## src/rtl/csr_guard_pkg.sv

```systemverilog
// Package: shared privilege-level type and the level normalisation helper
// for the CSR access guard. Assumes the two-bit level encoding in which
// user is 2'b00, supervisor 2'b01 and machine 2'b11.
package csr_guard_pkg;

    typedef enum logic [1:0] {
        LVL_USER  = 2'b00,
        LVL_SUPER = 2'b01,
        LVL_RSVD  = 2'b10,
        LVL_MACH  = 2'b11
    } lvl_e;

    // Map the raw level to the level that actually grants rights.
    // The reserved code grants nothing beyond user.
    function automatic lvl_e eff_level(input logic [1:0] raw);
        lvl_e res;
        case (raw)
            2'b01:   res = LVL_SUPER;
            2'b11:   res = LVL_MACH;
            default: res = LVL_USER;
        endcase
        return res;
    endfunction

endpackage

```

## src/rtl/csr_guard_min_lvl.sv

```systemverilog
// Module: minimum-privilege test. Compares the effective hart level with
// the required level taken from the address field, using a bitwise mask.
// Assumes the caller has already normalised the reserved level code.
module csr_guard_min_lvl
    import csr_guard_pkg::*;
(
    input  lvl_e       eff_lvl_i,
    input  logic [1:0] need_lvl_i,
    output logic       short_o
);

    // Fault when the masked level does not reproduce the requirement.
    always_comb begin
        short_o = ((eff_lvl_i & need_lvl_i) != need_lvl_i);
    end

endmodule

```

## src/rtl/csr_guard_ctr_gate.sv

```systemverilog
// Module: counter-window gating. Detects an address inside the user counter
// window and applies the per-counter enables selected by the hart's current
// (effective) level. Assumes the window is NUM_CTR entries starting at
// CTR_BASE, aligned so the low address bits index the enable words.
// S_IMPL selects whether the supervisor enables take part in user gating.
module csr_guard_ctr_gate
    import csr_guard_pkg::*;
#(
    parameter int unsigned ADDR_W   = 12,
    parameter int unsigned NUM_CTR  = 32,
    parameter int unsigned CTR_BASE = 12'hC00,
    parameter bit          S_IMPL   = 1'b1
) (
    input  logic [ADDR_W-1:0]  addr_i,
    input  lvl_e               eff_lvl_i,
    input  logic [NUM_CTR-1:0] m_en_i,
    input  logic [NUM_CTR-1:0] s_en_i,
    output logic               in_window_o,
    output logic               block_o
);

    localparam int unsigned IDX_W = $clog2(NUM_CTR);
    localparam logic [ADDR_W-1:0] WIN_LO = ADDR_W'(CTR_BASE);
    localparam logic [ADDR_W-1:0] WIN_HI = ADDR_W'(CTR_BASE + NUM_CTR - 1);

    logic [IDX_W-1:0] idx;
    logic             m_bit;
    logic             s_bit;
    logic             user_ok;

    // Window hit and selected enable bits.
    always_comb begin
        in_window_o = (addr_i >= WIN_LO) && (addr_i <= WIN_HI);
        idx         = addr_i[IDX_W-1:0];
        m_bit       = m_en_i[idx];
        s_bit       = s_en_i[idx];
    end

    // User-level permission depends on whether supervisor mode exists.
    generate
        if (S_IMPL) begin : g_user_two_level
            assign user_ok = m_bit & s_bit;
        end else begin : g_user_one_level
            logic unused_s;
            assign unused_s = s_bit;
            assign user_ok  = m_bit;
        end
    endgenerate

    // Apply the gating chosen by the current level.
    always_comb begin
        block_o = 1'b0;
        if (in_window_o) begin
            case (eff_lvl_i)
                LVL_MACH:  block_o = 1'b0;
                LVL_SUPER: block_o = ~m_bit;
                default:   block_o = ~user_ok;
            endcase
        end
    end

endmodule

```

## src/rtl/csr_guard_ro_write.sv

```systemverilog
// Module: read-only space write test. Flags any write whose address lies
// in the quarter of the CSR space reserved for read-only registers.
// Assumes that quarter is marked by the top two address bits being 2'b11.
module csr_guard_ro_write (
    input  logic [1:0] space_i,
    input  logic       is_write_i,
    output logic       ro_hit_o
);

    // Writes into the read-only quarter are refused.
    always_comb begin
        ro_hit_o = is_write_i && (space_i == 2'b11);
    end

endmodule

```

## src/rtl/csr_priv_guard.sv

```systemverilog
// Module: top of the CSR access guard. Normalises the hart level, runs the
// three independent legality rules and ORs them into one fault flag.
// Assumes a 12-bit address with the required level in bits [9:8] and the
// read-only marker in bits [11:10]. Purely combinational: no clock, no reset.
module csr_priv_guard #(
    parameter int unsigned ADDR_W   = 12,
    parameter int unsigned NUM_CTR  = 32,
    parameter int unsigned CTR_BASE = 12'hC00,
    parameter bit          S_IMPL   = 1'b1
) (
    input  logic [ADDR_W-1:0]  csr_addr_i,
    input  logic [1:0]         hart_lvl_i,
    input  logic               is_write_i,
    input  logic [NUM_CTR-1:0] m_cnt_en_i,
    input  logic [NUM_CTR-1:0] s_cnt_en_i,
    output logic               access_fault_o
);

    import csr_guard_pkg::*;

    localparam int unsigned LVL_LSB   = ADDR_W - 4;
    localparam int unsigned SPACE_LSB = ADDR_W - 2;

    lvl_e eff_lvl;
    logic min_short;
    logic in_window;
    logic ctr_block;
    logic ro_hit;

    // Reserved level grants user rights only.
    always_comb begin
        eff_lvl = eff_level(hart_lvl_i);
    end

    csr_guard_min_lvl i_min_lvl (
        .eff_lvl_i  (eff_lvl),
        .need_lvl_i (csr_addr_i[LVL_LSB+1:LVL_LSB]),
        .short_o    (min_short)
    );

    csr_guard_ctr_gate #(
        .ADDR_W   (ADDR_W),
        .NUM_CTR  (NUM_CTR),
        .CTR_BASE (CTR_BASE),
        .S_IMPL   (S_IMPL)
    ) i_ctr_gate (
        .addr_i      (csr_addr_i),
        .eff_lvl_i   (eff_lvl),
        .m_en_i      (m_cnt_en_i),
        .s_en_i      (s_cnt_en_i),
        .in_window_o (in_window),
        .block_o     (ctr_block)
    );

    csr_guard_ro_write i_ro_write (
        .space_i    (csr_addr_i[SPACE_LSB+1:SPACE_LSB]),
        .is_write_i (is_write_i),
        .ro_hit_o   (ro_hit)
    );

    // Any failing rule makes the access illegal.
    always_comb begin
        access_fault_o = min_short | ctr_block | ro_hit;
    end

endmodule

```

## config.mk

```make
export PLATFORM = sky130hd
export DESIGN_NAME = csr_priv_guard
export DESIGN_NICKNAME = d
export VERILOG_FILES = /design/src/rtl/csr_guard_pkg.sv /design/src/rtl/csr_guard_min_lvl.sv /design/src/rtl/csr_guard_ctr_gate.sv /design/src/rtl/csr_guard_ro_write.sv /design/src/rtl/csr_priv_guard.sv
export SDC_FILE = /design/constraint.sdc
export NUM_CORES = 1
export LEC_CHECK = 0
export BUFFER_PORTS_ARGS = -buffer_cell sky130_fd_sc_hd__buf_2
export CAP_MARGIN = 0
export CORE_MARGIN = 1.5
export CORE_UTILIZATION = 33
export DETAILED_ROUTE_END_ITERATION = 8
export PLACE_DENSITY = 0.85
export SLEW_MARGIN = 30
export SYNTH_ARGS = -nofsm -noshare
export SYNTH_HDL_FRONTEND = slang
export SYNTH_SLANG_ARGS = --single-unit
```

## constraint.sdc

```tcl
create_clock -name vclk -period 2.55
set_input_delay 0.3825 -clock vclk [all_inputs]
set_output_delay 0.3825 -clock vclk [all_outputs]
set_load 0.05 [all_outputs]
```

==> flow_summary_export.csv <==
group,metric,value,unit
power,power_frac_comb,100.0,%
power,p_switching,0.0567,mW
power,p_seq_share,0,%
drt,num_vias,797,
place,place_congestion,0.706,
power,swShare,32.5,%
timing,hold_viol_final,0,
layout,n_antenna_cell,0,
layout,fin_util,65.1,%
timing,period_minus_slack,2.50,ns
logic_synthesis,yosysTopAreaCell,"mux4_2",
worst_hold_path,hold_depth,4,
timing,relSlewSlack,80.5,%
global_route,grt_first_pass_wirelength,3100,um
logic_synthesis,syn_area,592,um2
timing,drv_slew,0,
power,power.leakage,0.560,nW
global_route,grt_start_max_net_pins,12,
worst_hold_path,hp-class,"input port to output pin",
critical_path,crit_buf_inv,3,
critical_path,crit_type,"input port to output pin",
timing,tightest_slew,0.290,ns
place,placed_area,1090,um2
layout,nets,203,
power,vdd_drop_max,0.0000702,V
layout,design.seq.count,0,
logic_synthesis,synth_area_leaders,"mux4_2, mux4_1, a2bb2oi_1",
logic_synthesis,synth_top_area_share,49.5,%
critical_path,worstPathArrival,2.12,ns
floorplanning,ios,80,
logic_synthesis,synth.top_cells.by_count,"mux4_2, mux4_1, a22oi_1, a2bb2oi_1, and3b_1",
global_route,grt_use_total,20.3,%
drt,routedWlPerCell,14.0,um
power,pwr-share-clk,0,%
layout,final_layout_size_suffix_gt1_share,84.4,%
critical_path,crit_chain,"buf_12 > buf_12 > mux4_2 > mux4_2 > o211a_1 > o31ai_4 > buf_6",
floorplanning,coreArea,1710,um2
global_route,grt_most_used_layer,"met2",
logic_synthesis,syn-num-nets,118,
timing,finalSetupViolations,0,
drt,drtAntennaViolNets,0,
critical_path,cp_top_family,"multiplexers",
run_status,status,"completed",
timing,fin_crit_sh,98.0,%
drt,drt-initial-drc-count,11,
drt,detail_route.wirelength,2050,um
floorplanning,die_area,2060,um2
global_route,antenna_found_initial,0,
layout,seq_area,0,um2
global_route,grt_use_met2,40.6,%
place,dp_hpwl,1840,um
logic_synthesis,syn_area_per_cell,15.2,um2
power,p_int,0.118,mW
layout,clkbuf_count,0,
logic_synthesis,synth_warnings,0,
critical_path,slowest_delay,0.50,ns
global_route,use_met3,4.00,%
critical_path,crit_path_start_kind,"input port",
critical_path,crit_cells,7,
critical_path,cp-end-kind,"output pin",
global_route,grt_overflow,0,
global_route,grt_util_met1,19.6,%
timing,clock.fmax,400,MHz
drt,dr.pass1.iters,4,
drt,drcViolationCount,0,
floorplanning,rows,15,
drt,viasPerCell,5.42,
job,drv_cap,0,
global_route,grt_pass1_vias,831,
logic_synthesis,synthCells,39,
floorplanning,die_h,45.4,um
logic_synthesis,yosysUniqueCellTypes,19,
place,io_buffers,80,
power,powerDensity,157,nW/um2
logic_synthesis,yosysSeqAreaShare,0,%
timing,rsz0062_at_grt,"no",
critical_path,required,2.17,ns
critical_path,slowest_stage,"mux4_2",
critical_path,critPathMaxFanout,8,
logic_synthesis,yosysMostFrequentCell,"mux4_2",
layout,syn2layout_area_growth,87.7,%
layout,design_area,1110,um2
floorplanning,initial_utilization,34.7,%
floorplanning,die_w,45.4,um
[per-layer routing]
metal,vias to the layer above,wire [um]
met4,0,57
li1,364,-
met5,-,0
met3,8,163
met1,377,673
met2,48,1160
[through the flow]
step                      power [mW]  cells  setup TNS [ns]  setup slack, ns  hold slack (ns)
after detailed placement       0.169    147          -0.205           -0.205             1.27
after global routing           0.189    147               0          0.00733             1.19
after CTS                      0.173    147               0           0.0126             1.18
final                          0.175    147               0           0.0508             1.18
after floorplan               0.0887     39         -0.0101          -0.0101             1.01
after global placement         0.163    147          -0.162           -0.162             1.26
[power by group through the flow]
stage	Combinational [mW]	Clock, mW	Sequential [mW]
final	0.175	0	0
after global routing	0.189	0	0
after CTS	0.173	0	0
after detailed placement	0.169	0	0
after global placement	0.163	0	0
after floorplan	0.0887	0	0
[kinds of logic after synthesis]
| family | after synthesis | synth area share, % |
|---|---|---|
| simple gates | 7 | 8.46 |
| buf+inv | 5 | 4.65 |
| compound gates | 8 | 10.8 |
| mux | 19 | 76.1 |
[final cells by class]
type               instances  area (um2)
fillers                  156         597
inverters                  1        3.75
multi-input cells         34         571
well taps                 25        31.3
repair buffers            87         505
[final timing paths]
check / start / endpoint / slack, ns
min: is_write_i / access_fault_o / 1.18
max: csr_addr_i[0] / access_fault_o / 0.05
[cells in the final DEF (no fill, tap or decap), types with 2 or more instances in the layout]
cell and instances:
buf_6 2, buf_4 5, buf_12 3, and3b_1 2
buf_2 77, mux4_1 4, mux4_2 15, a22oi_1 2
a2bb2oi_1 2
[tightest hold or removal path, delay by kind of cell]
| kind | cells | cell delay [ns] |
|---|---|---|
| buffers and inverters | 2 | 0.23 |
| AOI/OAI and AO/OA | 2 | 0.18 |
[repair_timing]
action	in CTS	in global routing
setup endpoints to repair	1	1
pin swaps	1	1
gates resized for setup	5	5
gates cloned	0	0
hold buffers	0	0
buffers inserted	0	0
Note: power is estimated with default switching activity, not from simulation.
